==> src/rtl/tt_release_walker.sv <==
module tt_release_walker #(
  parameter int N_THR = 4,
  parameter int N_BLK = 8,
  parameter int TW    = 2,
  parameter int BW    = 3
) (
  input  logic             clk_i,
  input  logic             rst_ni,
  input  logic [N_THR-1:0] rel_req_i,
  output logic             clr_en_o,
  output logic [TW-1:0]    clr_thr_o,
  output logic [BW-1:0]    clr_blk_o,
  output logic [N_THR-1:0] busy_o,
  output logic [N_THR-1:0] done_o
);
  logic [N_THR-1:0] pend_q, done_q;
  logic             active_q;
  logic [TW-1:0]    thr_q, pick;
  logic [BW-1:0]    cur_q;

  always_comb begin
    pick = '0;
    for (int i = N_THR-1; i >= 0; i--)
      if (pend_q[i]) pick = TW'(i);
  end

  always_ff @(posedge clk_i or negedge rst_ni) begin
    if (!rst_ni) begin
      pend_q   <= '0;
      done_q   <= '0;
      active_q <= 1'b0;
      thr_q    <= '0;
      cur_q    <= '0;
    end else begin
      logic [N_THR-1:0] pend_n;
      pend_n = pend_q | rel_req_i;
      done_q <= '0;
      if (active_q) begin
        cur_q <= cur_q + BW'(1);
        if (cur_q == BW'(N_BLK-1)) begin
          active_q      <= 1'b0;
          done_q[thr_q] <= 1'b1;
        end
      end else if (|pend_q) begin
        active_q     <= 1'b1;
        thr_q        <= pick;
        cur_q        <= '0;
        pend_n[pick] = rel_req_i[pick];
      end
      pend_q <= pend_n;
    end
  end

  always_comb begin
    busy_o = pend_q;
    if (active_q) busy_o[thr_q] = 1'b1;
  end

  assign clr_en_o  = active_q;
  assign clr_thr_o = thr_q;
  assign clr_blk_o = cur_q;
  assign done_o    = done_q;

  a_r9_done_ends_walk: assert property (@(posedge clk_i) disable iff (!rst_ni)
    (done_o != '0) |-> $past(active_q) && !active_q);
  a_r10_one_done: assert property (@(posedge clk_i) disable iff (!rst_ni)
    $onehot0(done_o));
endmodule

==> config.mk <==
export PLATFORM = sky130hd
export DESIGN_NAME = tt_release_walker
export DESIGN_NICKNAME = d
export VERILOG_FILES = /design/src/rtl/tt_release_walker.sv
export SDC_FILE = /design/constraint.sdc
export NUM_CORES = 1
export LEC_CHECK = 0
export BUFFER_PORTS_ARGS = -buffer_cell sky130_fd_sc_hd__buf_2
export CAP_MARGIN = 20
export CORE_MARGIN = 2
export CORE_UTILIZATION = 45
export CTS_BUF_LIST = sky130_fd_sc_hd__clkbuf_4 sky130_fd_sc_hd__clkbuf_8
export CTS_CLUSTER_DIAMETER = 200
export DETAILED_ROUTE_END_ITERATION = 16
export MAX_ROUTING_LAYER = met4
export PLACE_DENSITY = 0.84
export SYNTH_ARGS = -nofsm -noshare
export SYNTH_HDL_FRONTEND = slang
export SYNTH_SLANG_ARGS = --single-unit
==> constraint.sdc <==
create_clock -name clk_i -period 1.2 [get_ports clk_i]
set_input_delay 0.12 -clock clk_i [delete_from_list [all_inputs] [get_ports clk_i]]
set_output_delay 0.12 -clock clk_i [all_outputs]
set_load 0.05 [all_outputs]
# Word level (Yosys, flattened, before mapping)
# Cells that the tools add are included.
# Widths: inputs -> output; s select.
word_totals:
  ff_bits: 14
  elab_cells: 40
  out_inout_bits: 14
classes:
  n_eq_ne: 1
  muxes: 21
  n_bitwise: 3
  magnitude_cmp: 4
  add_sub_neg: 1
  reduce_logical: 5
ops:
  columns: ["cell", "count"]
  rows:
  - ["$mux 4", 5]
  - ["$mux 2", 4]
  - ["$or 4x4->4", 2]
  - ["$lt 2x3->1 const B", 2]
  - ["$mux 1", 6]
  - ["$mux 3", 2]
  - ["$bwmux 4", 1]
  - ["$demux 1 s2", 2]
  - ["$ge 2x1->1 const B", 2]
  - ["$reduce_or 4->1", 1]
  - ["$add 3x1->3 const B", 1]
  - ["$eq 3x3->1 const B", 1]
  - ["$bmux 1 s2", 1]
  - ["$logic_and 1x1->1", 2]
  - ["$reduce_and 2->1", 1]
  - ["$reduce_bool 2->1", 1]
  - ["$not 1->1", 1]

# Logic depth before layout (Yosys ltp)
logic_depth:
  ltp_word: 11
  mapped_depth: 4
  depth_no_buf: 4

# Worst setup path before layout
# Ideal clock, no wire load.
synth_path:
  path_kind: "register to output"
  start: "reg thr_q[1] (netlist: clr_thr_o[1])"
  end: "out busy_o[1]"
  stages_incl_launch_ff: 3
  setup_slack_ns: -0.871
  required_ns: 1.080
  arrival_ns: 1.951
  path_cell_list: "dfrtp_1 nand2b_1 o21ai_0"
synth_via:
  elab_chain_len: 6
synth_rtl:
  columns: ["item", "line_no", "source"]
  rows:
  - ["start, declared", "18", "logic [TW-1:0] thr_q, pick;"]
  - ["start signal, assigned", "46", "thr_q <= pick;"]
  - ["$lt 2x3->1 (implied by the code) / $ge 2x1->1 (equally long branches)", "56", "if (active_q) busy_o[thr_q] = 1'b1;"]
  - ["$logic_and 1x1->1 (implied by the code)", "56", null]
  - ["$mux 1 (implied by the code)", "56", null]
  - ["$demux 1 s2 (*)", "56", null]
  - ["$or 4x4->4 (no source line) (*)", null, null]
  - ["$mux 4 (*)", "56", null]
  - ["end, declared", "13", "output logic [N_THR-1:0] busy_o,"]
# Every way passes the cells marked *; elsewhere a longest branch is shown, timed or not.

# Worst setup path in the final report
# Ends and elaborated chain as after synthesis.

==> results.cfg <==
[setup_path]
worst_r2r_startpoint = pend_q[0]
critical_path_required_ps = 1080
rr_endpoint = clr_blk_o[2]
timing.critical_path.to_type = output pin
r2r_setup_slack_ps = -30
worst_r2r_path_depth = 3
worst_ep_arrival_time_ps = 1190
path_type_of_the_worst_setup_path = reg -> out
critical_path_peak_fanout = 3
start_kind = flop

[clock_network]
cts_buffer_depth = 2
cts_buffers = 3
clock_h_tree_levels = 1
clockRootBuffer = clkbuf_4
worst_skew_pair.late_latency_ps = 290
cts_tree = yes
path_clk_slew_ps = 90
numClockSinks = 14

[sta]
timing.final.hold_violations = 0
fin_setup_tns_ps = -493
fin_crit_ps = 1310
rsz0062_at_grt = yes
max_freq_mhz = 762
relative_slew_slack = 0.797
finalWorstSetupSlack_ps = -113
setup-violations-final = 8
timing.final.crit_share = 1.09
worst_pin_slew_ps = 304
timing.final.max_slew_violations = 0
clock_skew_ps = 7.88

[drt]
final_antenna_net_count = 0
total_number_of_vias = 555
totalWireLength_mm = 1.61
post-route-drc-count = 0
avgViaCountPerCell = 5.50
drt-pass1-iter-count = 4
drt_iter0_markers = 12
routedWlPerCell_um = 15.9

[outcome]
failed_checks = negative setup slack
outcome = finished, violations left

[placed_design]
gp_congestion = 0.872
place.port_buffers = 19
pre_cts_ws_ps = -10.6
dp_hpwl_mm = 1.08
placed_cells_incl_taps = 90

[finish]
most-common-layout-cells = 12 x buf_2, 11 x nor2_1, 9 x dfrtp_1, 9 x buf_4, 7 x buf_6
combined_flip_flop_and_latch_cell_area_um2 = 357
antenna_cells_inserted = 0
layout.core_utilization = 0.773
design.final.nets = 95
multi_input_comb_area_um2 = 315
final-instance-count-excl-fill = 101
mostFrequentLayoutCell = buf_2
flow.area_growth_from_synthesis_pct = 66.5
drive_above_1_share = 0.581
fillerInstances = 84

[synthesis]
mappedNetlistArea_um2 = 589
synth_warnings = 0
yosysTopAreaCellShare = 0.594
post_synth_num_cell_types = 17
postSynthRegisterBits = 14
syn-mean-instance-area_um2 = 11.3
synth_cells = 52
post_synth_main_area_contributors = dfrtp_1 59%, nor2_1 7.0%, ha_1 4.2%
syn-num-nets = 60
post_synthesis_sequential_area_ratio = 0.594
yosys.area.top_type = dfrtp_1

[die]
pin_count = 20
die_area_um2 = 1620
die_height_um = 40.2
die_x_um = 40.2
initial_core_util = 0.464
num_rows = 13
floorplan.core_area_um2 = 1270

[power]
cellPowerDensity_nw_per_um2 = 858
power.static_leakage_nw = 0.447
worst_ir_drop_vdd_mv = 0.919
total_power_w = 0.000842

[worst_hold_path]
hold_path.class = in -> reg
min-delay-start = rel_req_i[0]
hold_path_end = pend_q[0]
worst_hold_path.num_cells = 2

[global_routing]
groute.usage.overall = 0.243
globalRouteOverflowTotal = 0
largest_net_degree_at_the_start_of_global_routing = 15
first_global_vias = 523
grt_pass1_wl_mm = 2.37
antenna_found_initial = 0

[flow_run]
max_cap_violations = 0
[state kept, by name (all words and copies together), names as in the netlist]
name / cells
done_o: 4
pend_q: 4
clr_blk_o: 3
clr_thr_o: 2
clr_en_o: 1
[critical path: stages, from the launching register on]
cell,delay [ps]
dfrtp_2,420
nand2b_4,180
o21ai_4,140
buf_8,160
[power by group]
group          internal [W]  total [W]  switching [W]  leakage (nW)
registers          0.000472   0.000473    0.000000719         0.157
logic             0.0000113  0.0000249      0.0000137         0.270
clock network      0.000185   0.000344       0.000159        0.0210
total              0.000668   0.000842       0.000173         0.447
[per-layer routing]
metal / up-vias / track usage / part of all wire
met3: 5 / 0.0500 / 0.067
li1: 250 / - / -
met2: 24 / 0.427 / 0.54
met1: 276 / 0.254 / 0.37
met5: - / - / 0
met4: 0 / 0.125 / 0.021
[cells in the mapped netlist]
| master | number |
|---|---|
| dfrtp_1 | 14 |
| o22a_1 | 2 |
| a22o_1 | 2 |
| nor3_1 | 1 |
| o21ai_0 | 2 |
| mux2_1 | 1 |
| or3_4 | 1 |
| a21oi_1 | 2 |
| a21o_1 | 2 |
| ha_1 | 2 |
| nand2_1 | 3 |
| o21bai_1 | 3 |
| nor2_1 | 11 |
| nand2b_1 | 2 |
| buf_2 | 1 |
| nor3_4 | 1 |
| inv_1 | 2 |
[kinds of logic (layout without fill, tap and decap cells)]
family,count (synthesis),in the layout,share of synthesized area
AO/OA/AOI/OAI,13,13,0.157
adder cells (fa/ha/maj),2,2,0.0425
buffers and inverters,3,37,0.0212
flip-flops,14,14,0.594
multiplexers,1,1,0.0191
AND/OR/NAND/NOR,19,19,0.166
[how the worst max path moves through the flow]
stage | start | cells after the start | endpoint
finish | clr_thr_o[1] | 3 | busy_o[1]
global route | clr_en_o | 4 | busy_o[1]
CTS | clr_en_o | 4 | busy_o[1]
detailed placement | clr_en_o | 3 | clr_blk_o[1]
global placement | clr_thr_o[1] | 3 | busy_o[1]
floorplan | clr_en_o | 3 | clr_blk_o[0]
[through the flow]
| step | area [µm²] | hold WS, ps |
|---|---|---|
| 2_1_floorplan | 669 | -176 |
| 3_3_place_gp | 810 | 23.8 |
| 3_5_place_dp | 810 | 31.5 |
| 4_1_cts | 956 | 7.97 |
| 5_1_grt | 981 | 9.85 |
| 6_report | 981 | 8.03 |
[area by class of cell]
cell class	count	share of cell area
clock buffer	4	0.0370
multi-input combinational	35	0.321
tap	15	0.0191
sequential	14	0.364
timing repair buffer	31	0.251
inverter	2	0.00765
[timing repair]
action | in CTS | in global routing
gates resized for setup | 15 | 9
setup buffers | 6 | 0
hold endpoints to repair | 14 | 0
endpoints found under the setup margin | 7 | 12
hold buffers | 1 | 0
pin swaps | 6 | 3
Note: power is estimated with default switching activity, not from simulation.
